==> config.mk <==
export PLATFORM = sky130hd
export DESIGN_NAME = nvseq_detect
export DESIGN_NICKNAME = d
export VERILOG_FILES = /design/src/rtl/nvseq_pkg.sv /design/src/rtl/nvseq_sync.sv /design/src/rtl/nvseq_match.sv /design/src/rtl/nvseq_timer.sv /design/src/rtl/nvseq_detect.sv
export SDC_FILE = /design/constraint.sdc
export NUM_CORES = 1
export LEC_CHECK = 0
export BUFFER_PORTS_ARGS = -buffer_cell sky130_fd_sc_hd__buf_2
export CORE_MARGIN = 2
export CORE_UTILIZATION = 55
export CTS_BUF_LIST = sky130_fd_sc_hd__clkbuf_8
export DETAILED_ROUTE_END_ITERATION = 7
export HOLD_SLACK_MARGIN = 0.05
export PLACE_DENSITY = 0.77
export SYNTH_ARGS = -nofsm -noshare
export SYNTH_HDL_FRONTEND = slang
export SYNTH_SLANG_ARGS = --single-unit
==> constraint.sdc <==
create_clock -name clk -period 5.1 [get_ports clk]
set_input_delay 0.255 -clock clk [delete_from_list [all_inputs] [get_ports clk]]
set_output_delay 0.255 -clock clk [all_outputs]
set_load 0.02 [all_outputs]
==> src/rtl/nvseq_pkg.sv <==
package nvseq_pkg;
  localparam int SEQ_LEN    = 6;
  localparam int PREFIX_LEN = SEQ_LEN - 1;

  typedef enum logic [1:0] {
    OP_IDLE   = 2'd0,
    OP_STORE  = 2'd1,
    OP_RECALL = 2'd2
  } nv_op_e;
endpackage

==> src/rtl/nvseq_sync.sv <==
module nvseq_sync #(
  parameter int STAGES = 2
) (
  input  logic clk,
  input  logic rst,
  input  logic ce_n_raw,
  input  logic we_n_raw,
  output logic ce_low,
  output logic we_low,
  output logic ce_fall
);
  logic [STAGES-1:0] ce_pipe;
  logic [STAGES-1:0] we_pipe;
  logic              ce_last;

  always_ff @(posedge clk) begin
    if (rst) begin
      ce_pipe <= '1;
      we_pipe <= '1;
      ce_last <= 1'b1;
    end else begin
      ce_pipe <= {ce_pipe[STAGES-2:0], ce_n_raw};
      we_pipe <= {we_pipe[STAGES-2:0], we_n_raw};
      ce_last <= ce_pipe[STAGES-1];
    end
  end

  assign ce_low  = ~ce_pipe[STAGES-1];
  assign we_low  = ~we_pipe[STAGES-1];
  assign ce_fall = ce_last & ~ce_pipe[STAGES-1];
endmodule

==> src/rtl/nvseq_match.sv <==
module nvseq_match
  import nvseq_pkg::*;
#(
  parameter int ADDR_W = 15,
  parameter logic [PREFIX_LEN-1:0][ADDR_W-1:0] PREFIX = '0,
  parameter logic [ADDR_W-1:0] STORE_LAST  = '0,
  parameter logic [ADDR_W-1:0] RECALL_LAST = '0
) (
  input  logic              clk,
  input  logic              rst,
  input  logic              hold,
  input  logic              strobe,
  input  logic              abort,
  input  logic [ADDR_W-1:0] addr,
  output logic              store_hit,
  output logic              recall_hit
);
  localparam int STEP_W = $clog2(SEQ_LEN);
  localparam logic [STEP_W-1:0] LAST_STEP = STEP_W'(PREFIX_LEN);

  logic [STEP_W-1:0]     step;
  logic [PREFIX_LEN-1:0] hit_vec;
  logic                  next_ok;

  for (genvar i = 0; i < PREFIX_LEN; i++) begin : g_cmp
    assign hit_vec[i] = (addr == PREFIX[i]);
  end

  always_comb begin
    next_ok = 1'b0;
    for (int i = 0; i < PREFIX_LEN; i++)
      if (step == STEP_W'(i)) next_ok = hit_vec[i];
  end

  always_ff @(posedge clk) begin
    if (rst) begin
      step       <= '0;
      store_hit  <= 1'b0;
      recall_hit <= 1'b0;
    end else begin
      store_hit  <= 1'b0;
      recall_hit <= 1'b0;
      if (hold || abort) begin
        step <= '0;
      end else if (strobe) begin
        if (step == LAST_STEP) begin
          step <= hit_vec[0] ? STEP_W'(1) : '0;
          if (addr == STORE_LAST) begin
            store_hit <= 1'b1;
            step      <= '0;
          end else if (addr == RECALL_LAST) begin
            recall_hit <= 1'b1;
            step       <= '0;
          end
        end else if (next_ok) begin
          step <= step + STEP_W'(1);
        end else begin
          step <= hit_vec[0] ? STEP_W'(1) : '0;
        end
      end
    end
  end
endmodule

==> src/rtl/nvseq_timer.sv <==
module nvseq_timer
  import nvseq_pkg::*;
#(
  parameter int STORE_CYCLES  = 500,
  parameter int ERASE_CYCLES  = 200,
  parameter int RECALL_CYCLES = 1000
) (
  input  logic clk,
  input  logic rst,
  input  logic start_store,
  input  logic start_recall,
  output logic busy,
  output logic erase_active,
  output logic program_active
);
  localparam int MAX_CYC = (STORE_CYCLES > RECALL_CYCLES) ? STORE_CYCLES : RECALL_CYCLES;
  localparam int CNT_W   = $clog2(MAX_CYC + 1);
  localparam logic [CNT_W-1:0] PROG_LEFT = CNT_W'(STORE_CYCLES - ERASE_CYCLES);

  logic [CNT_W-1:0] remain;
  nv_op_e           op;

  always_ff @(posedge clk) begin
    if (rst) begin
      busy   <= 1'b0;
      remain <= '0;
      op     <= OP_IDLE;
    end else if (!busy) begin
      if (start_store) begin
        busy   <= 1'b1;
        remain <= CNT_W'(STORE_CYCLES - 1);
        op     <= OP_STORE;
      end else if (start_recall) begin
        busy   <= 1'b1;
        remain <= CNT_W'(RECALL_CYCLES - 1);
        op     <= OP_RECALL;
      end
    end else if (remain == '0) begin
      busy <= 1'b0;
      op   <= OP_IDLE;
    end else begin
      remain <= remain - CNT_W'(1);
    end
  end

  assign erase_active   = busy && (op == OP_STORE) && (remain >= PROG_LEFT);
  assign program_active = busy && (op == OP_STORE) && (remain <  PROG_LEFT);
endmodule

==> src/rtl/nvseq_detect.sv <==
module nvseq_detect
  import nvseq_pkg::*;
#(
  parameter int ADDR_W      = 15,
  parameter int SYNC_STAGES = 2,
  parameter logic [PREFIX_LEN-1:0][ADDR_W-1:0] PREFIX =
    {15'h7B9, 15'h51E, 15'h2F0, 15'h6C3, 15'h1A5},
  parameter logic [ADDR_W-1:0] STORE_LAST  = 15'h0D4,
  parameter logic [ADDR_W-1:0] RECALL_LAST = 15'h3E7,
  parameter int STORE_CYCLES  = 500,
  parameter int ERASE_CYCLES  = 200,
  parameter int RECALL_CYCLES = 1000
) (
  input  logic              clk,
  input  logic              rst,
  input  logic              ce_n,
  input  logic              we_n,
  input  logic [ADDR_W-1:0] addr,
  output logic              store_req,
  output logic              recall_req,
  output logic              bus_inhibit,
  output logic              erase_active,
  output logic              program_active
);
  logic ce_low, we_low, ce_fall;
  logic wr_abort, hold_seq;

  nvseq_sync #(.STAGES(SYNC_STAGES)) u_sync (
    .clk(clk), .rst(rst), .ce_n_raw(ce_n), .we_n_raw(we_n),
    .ce_low(ce_low), .we_low(we_low), .ce_fall(ce_fall)
  );

  assign wr_abort = ce_low & we_low;
  assign hold_seq = bus_inhibit | store_req | recall_req;

  nvseq_match #(
    .ADDR_W(ADDR_W), .PREFIX(PREFIX),
    .STORE_LAST(STORE_LAST), .RECALL_LAST(RECALL_LAST)
  ) u_match (
    .clk(clk), .rst(rst), .hold(hold_seq), .strobe(ce_fall),
    .abort(wr_abort), .addr(addr),
    .store_hit(store_req), .recall_hit(recall_req)
  );

  nvseq_timer #(
    .STORE_CYCLES(STORE_CYCLES), .ERASE_CYCLES(ERASE_CYCLES),
    .RECALL_CYCLES(RECALL_CYCLES)
  ) u_timer (
    .clk(clk), .rst(rst), .start_store(store_req), .start_recall(recall_req),
    .busy(bus_inhibit), .erase_active(erase_active),
    .program_active(program_active)
  );
endmodule

==> impl_metrics.csv <==
group,metric,value,unit
die,dieHeight,54.7,um
yosys,synth_async_sr_flop_share,0,%
placed_design,buffer_ports.inserted,23,
die,io_pins,24,
final_layout,synthToLayoutAreaGrowth,12.2,%
yosys,syn-cell-area,1420,um^2
yosys,synthDominantCellAreaShare,32.5,%
die,die-area,2990,um^2
worst_setup_path,cp.arrival,2290,ps
final_layout,layout-drive-gt1-share,22.3,%
detailed_routing,detailroute.via_count,1307,
detailed_routing,drt.antenna.violating_nets,0,
clock_tree,path_clk_slew,90,ps
worst_setup_path,crit_path_largest_cell_delay,410,ps
worst_setup_path,critPathMaxFanout,6,
status,outcome,"finished, final reports clean",
global_routing,pin_count_of_the_biggest_net_entering_global_routing,20,
yosys,synth.top_cells.by_area,"dfxtp_1 33%, ha_1 6.2%, a21oi_1 5.0%",
yosys,seq_area_frac_synth,32.5,%
worst_setup_path,critical_path_class,"flop to flop",
detailed_routing,routed_via_density,6.00,
sta,setup_violations,0,
yosys,synth_top_cell_by_area,"dfxtp_1",
yosys,ys_warn_count,0,
yosys,synth-edff-count,0,
global_routing,globalRoute.totalOverflow,0,
clock_tree,cts_setup_buffers,0,
detailed_routing,dr.max_layer_used,"met4",
worst_setup_path,path_cells,"ha_1 > ha_1 > nor4b_1 > nand4_1 > a211oi_1 > nor3_1 > o21ai_0",
yosys,yosys-top-cells-count,"23 x dfxtp_1, 15 x nor2_1, 14 x a21oi_1",
yosys,synth_flop_cell,"dfxtp_1",
clock_tree,ctsHoldBuffers,0,
sta,clock.fmax,476,MHz
clock_tree,clock_path_buffers,2,
detailed_routing,wl_per_cell,14.7,um
yosys,synthMostInstantiatedCell,"dfxtp_1",
placed_design,place_ws,3050,ps
detailed_routing,met1Wirelength,1.55,mm
die,die_w,54.7,um
global_routing,gr-usage-all-layers,24.5,%
sta,finalWorstPathRequiredPeriod,2100,ps
sta,post-route-period-util,41.2,%
flow_run,drv_cap,0,
worst_setup_path,critPathMostFrequentCell,"ha_1",
sta,tightestPinTransition,577,ps
detailed_routing,met3_wire_len,160,um
power,total_leakage_power,0.586,nW
clock_tree,number_of_clock_buffers_inserted_by_tritoncts,3,
final_layout,antennaDiodeCount,0,
die,floorplan.core_area,2450,um^2
sta,setup_total_negative_slack,0,ps
power,cellPowerDensity,201,nW/um^2
sta,finClkSkew,3.47,ps
yosys,yosys_register_bits,23,
power,ir_worst_vdd,172,uV
clock_tree,cts-resized-gates,0,
sta,fin_ws,3000,ps
worst_hold_path,hold_start,"ce_n",
sta,slew_headroom,61.1,%
yosys,syn-num-nets,190,
final_layout,finish.net_count,215,
global_routing,grt_pass1_wl,5.36,mm
worst_hold_path,timing.hold.worst.class,"input pin to flop",
sta,final_max_slew_viol_count,0,
clock_tree,clk_latency,270,ps
global_routing,grt_pass1_vias,1236,
detailed_routing,totalWireLength,3.20,mm
worst_setup_path,worstSetupStartpointType,"flop",
clock_tree,root_buffer,"clkbuf_8",
worst_setup_path,worstSetupStartpoint,"u_match.step[0]",
die,placementRows,18,
clock_tree,cts_tree,"yes",
worst_setup_path,worst_r2r_startpoint,"u_match.step[0]",
power,totalPowerFinal,0.000319,W
placed_design,dpl.hpwl,2.49,mm
yosys,synth.lib_cells_used.distinct,46,
detailed_routing,wl_met2,1.46,mm
clock_tree,numClockSinks,23,
sta,rsz0062_at_grt,"false",
sta,hold_viol_final,0,
die,floorplan.initialDensity,57.6,%
detailed_routing,drt_first_pass_iters,4,
yosys,netlist_instances,164,
worst_setup_path,crit_path_top_delay_cell,"a211oi_1",
worst_setup_path,critPathCaptureType,"flop",
clock_tree,cts_max_level,1,
detailed_routing,remaining_drc_errors,0,
worst_setup_path,cp.required,5290,ps
yosys,syn_area_per_cell,8.63,um^2
detailed_routing,drt_iter0_drc,40,
placed_design,place.gp.congestion,0.898,
global_routing,initial_antenna_violation_count,0,
[critical path: cells and delay by family, from the launching register on]
kind	cells	cell delay, ps
adder cells (fa/ha/maj)	2	470
AO/OA/AOI/OAI	2	590
flip-flops	1	370
AND/OR/NAND/NOR	3	600
[sequential cells by signal (all words and copies together) (netlist names)]
register / count
u_match.recall_hit: 1
u_match.step: 3
u_match.store_hit: 1
u_sync.ce_last: 1
u_sync.ce_pipe: 2
u_sync.we_pipe: 2
u_timer.busy: 1
u_timer.op: 2
u_timer.remain: 10
[final timing paths]
kind | slack, ps | end | cells after the start
max | 3000 | u_match.step[2] | 7
min | 170 | u_sync.ce_pipe[0] | 2
max reg2reg | 3000 | u_match.step[2] | 7
min reg2reg | 430 | u_sync.ce_pipe[1] | 1
[layout by cell type (no fill, tap or decap), types with 2 or more instances in the layout]
cell type  netlist  routed
a211oi_1         2       2
a31oi_1          3       3
nor2b_1          2       2
clkbuf_8         0       3
nor3_1          11      11
nor2_1          15      15
nand3_1          6       6
buf_2            0      23
xor2_1           4       4
o21ai_0         12      12
ha_1             7       7
nand4b_1         2       2
dfxtp_1         23      23
nand4_1          9       9
nand2b_1         3       3
a21oi_1         14      14
nor3b_1          2       2
nand2_1          5       5
nor4b_1          2       2
inv_1            9       9
or2_2            5       5
[routing by layer]
metal / vias up / track usage (%)
li1: 662 / -
met1: 602 / 33.6
met2: 39 / 38.9
met3: 4 / 4.64
met4: 0 / 6.67
met5: - / 0
[layout make-up]
| class | count | area [um^2] |
|---|---|---|
| Multi-Input combinational cell | 129 | 895 |
| Fill cell | 222 | 867 |
| Sequential cell | 23 | 460 |
| Timing Repair Buffer | 23 | 115 |
| Clock buffer | 3 | 41.3 |
| Tap cell | 30 | 37.5 |
| Inverter | 9 | 33.8 |
| Clock inverter | 1 | 5.00 |
[cell families (layout without fill, tap and decap cells)]
group	count (synthesis)	in the layout	synth area share, %
AND/OR/NAND/NOR	79	79	36.5
AO/OA/AOI/OAI	38	38	17.4
flip-flops	23	23	32.5
buffers and inverters	12	36	4.24
adder cells (fa/ha/maj)	7	7	6.19
XOR/XNOR	5	5	3.09
[metrics by stage]
stage               hold slack (ps)  util, %  cell area, um^2  instances
CTS                             165     64.7             1590        218
finish                          167     64.7             1590        218
detailed placement              403     62.8             1540        214
global route                    168     64.7             1590        218
floorplan                       332        -             1420        164
global placement                400     62.8             1540        214
[where the power goes]
group | internal (W) | leakage (nW) | switching, W
clock | 0.0000546 | 0.0255 | 0.0000607
sequential | 0.000181 | 0.186 | 0.000000752
combinational | 0.00000959 | 0.374 | 0.0000119
No activity file was read; power rests on OpenSTA's default activity.
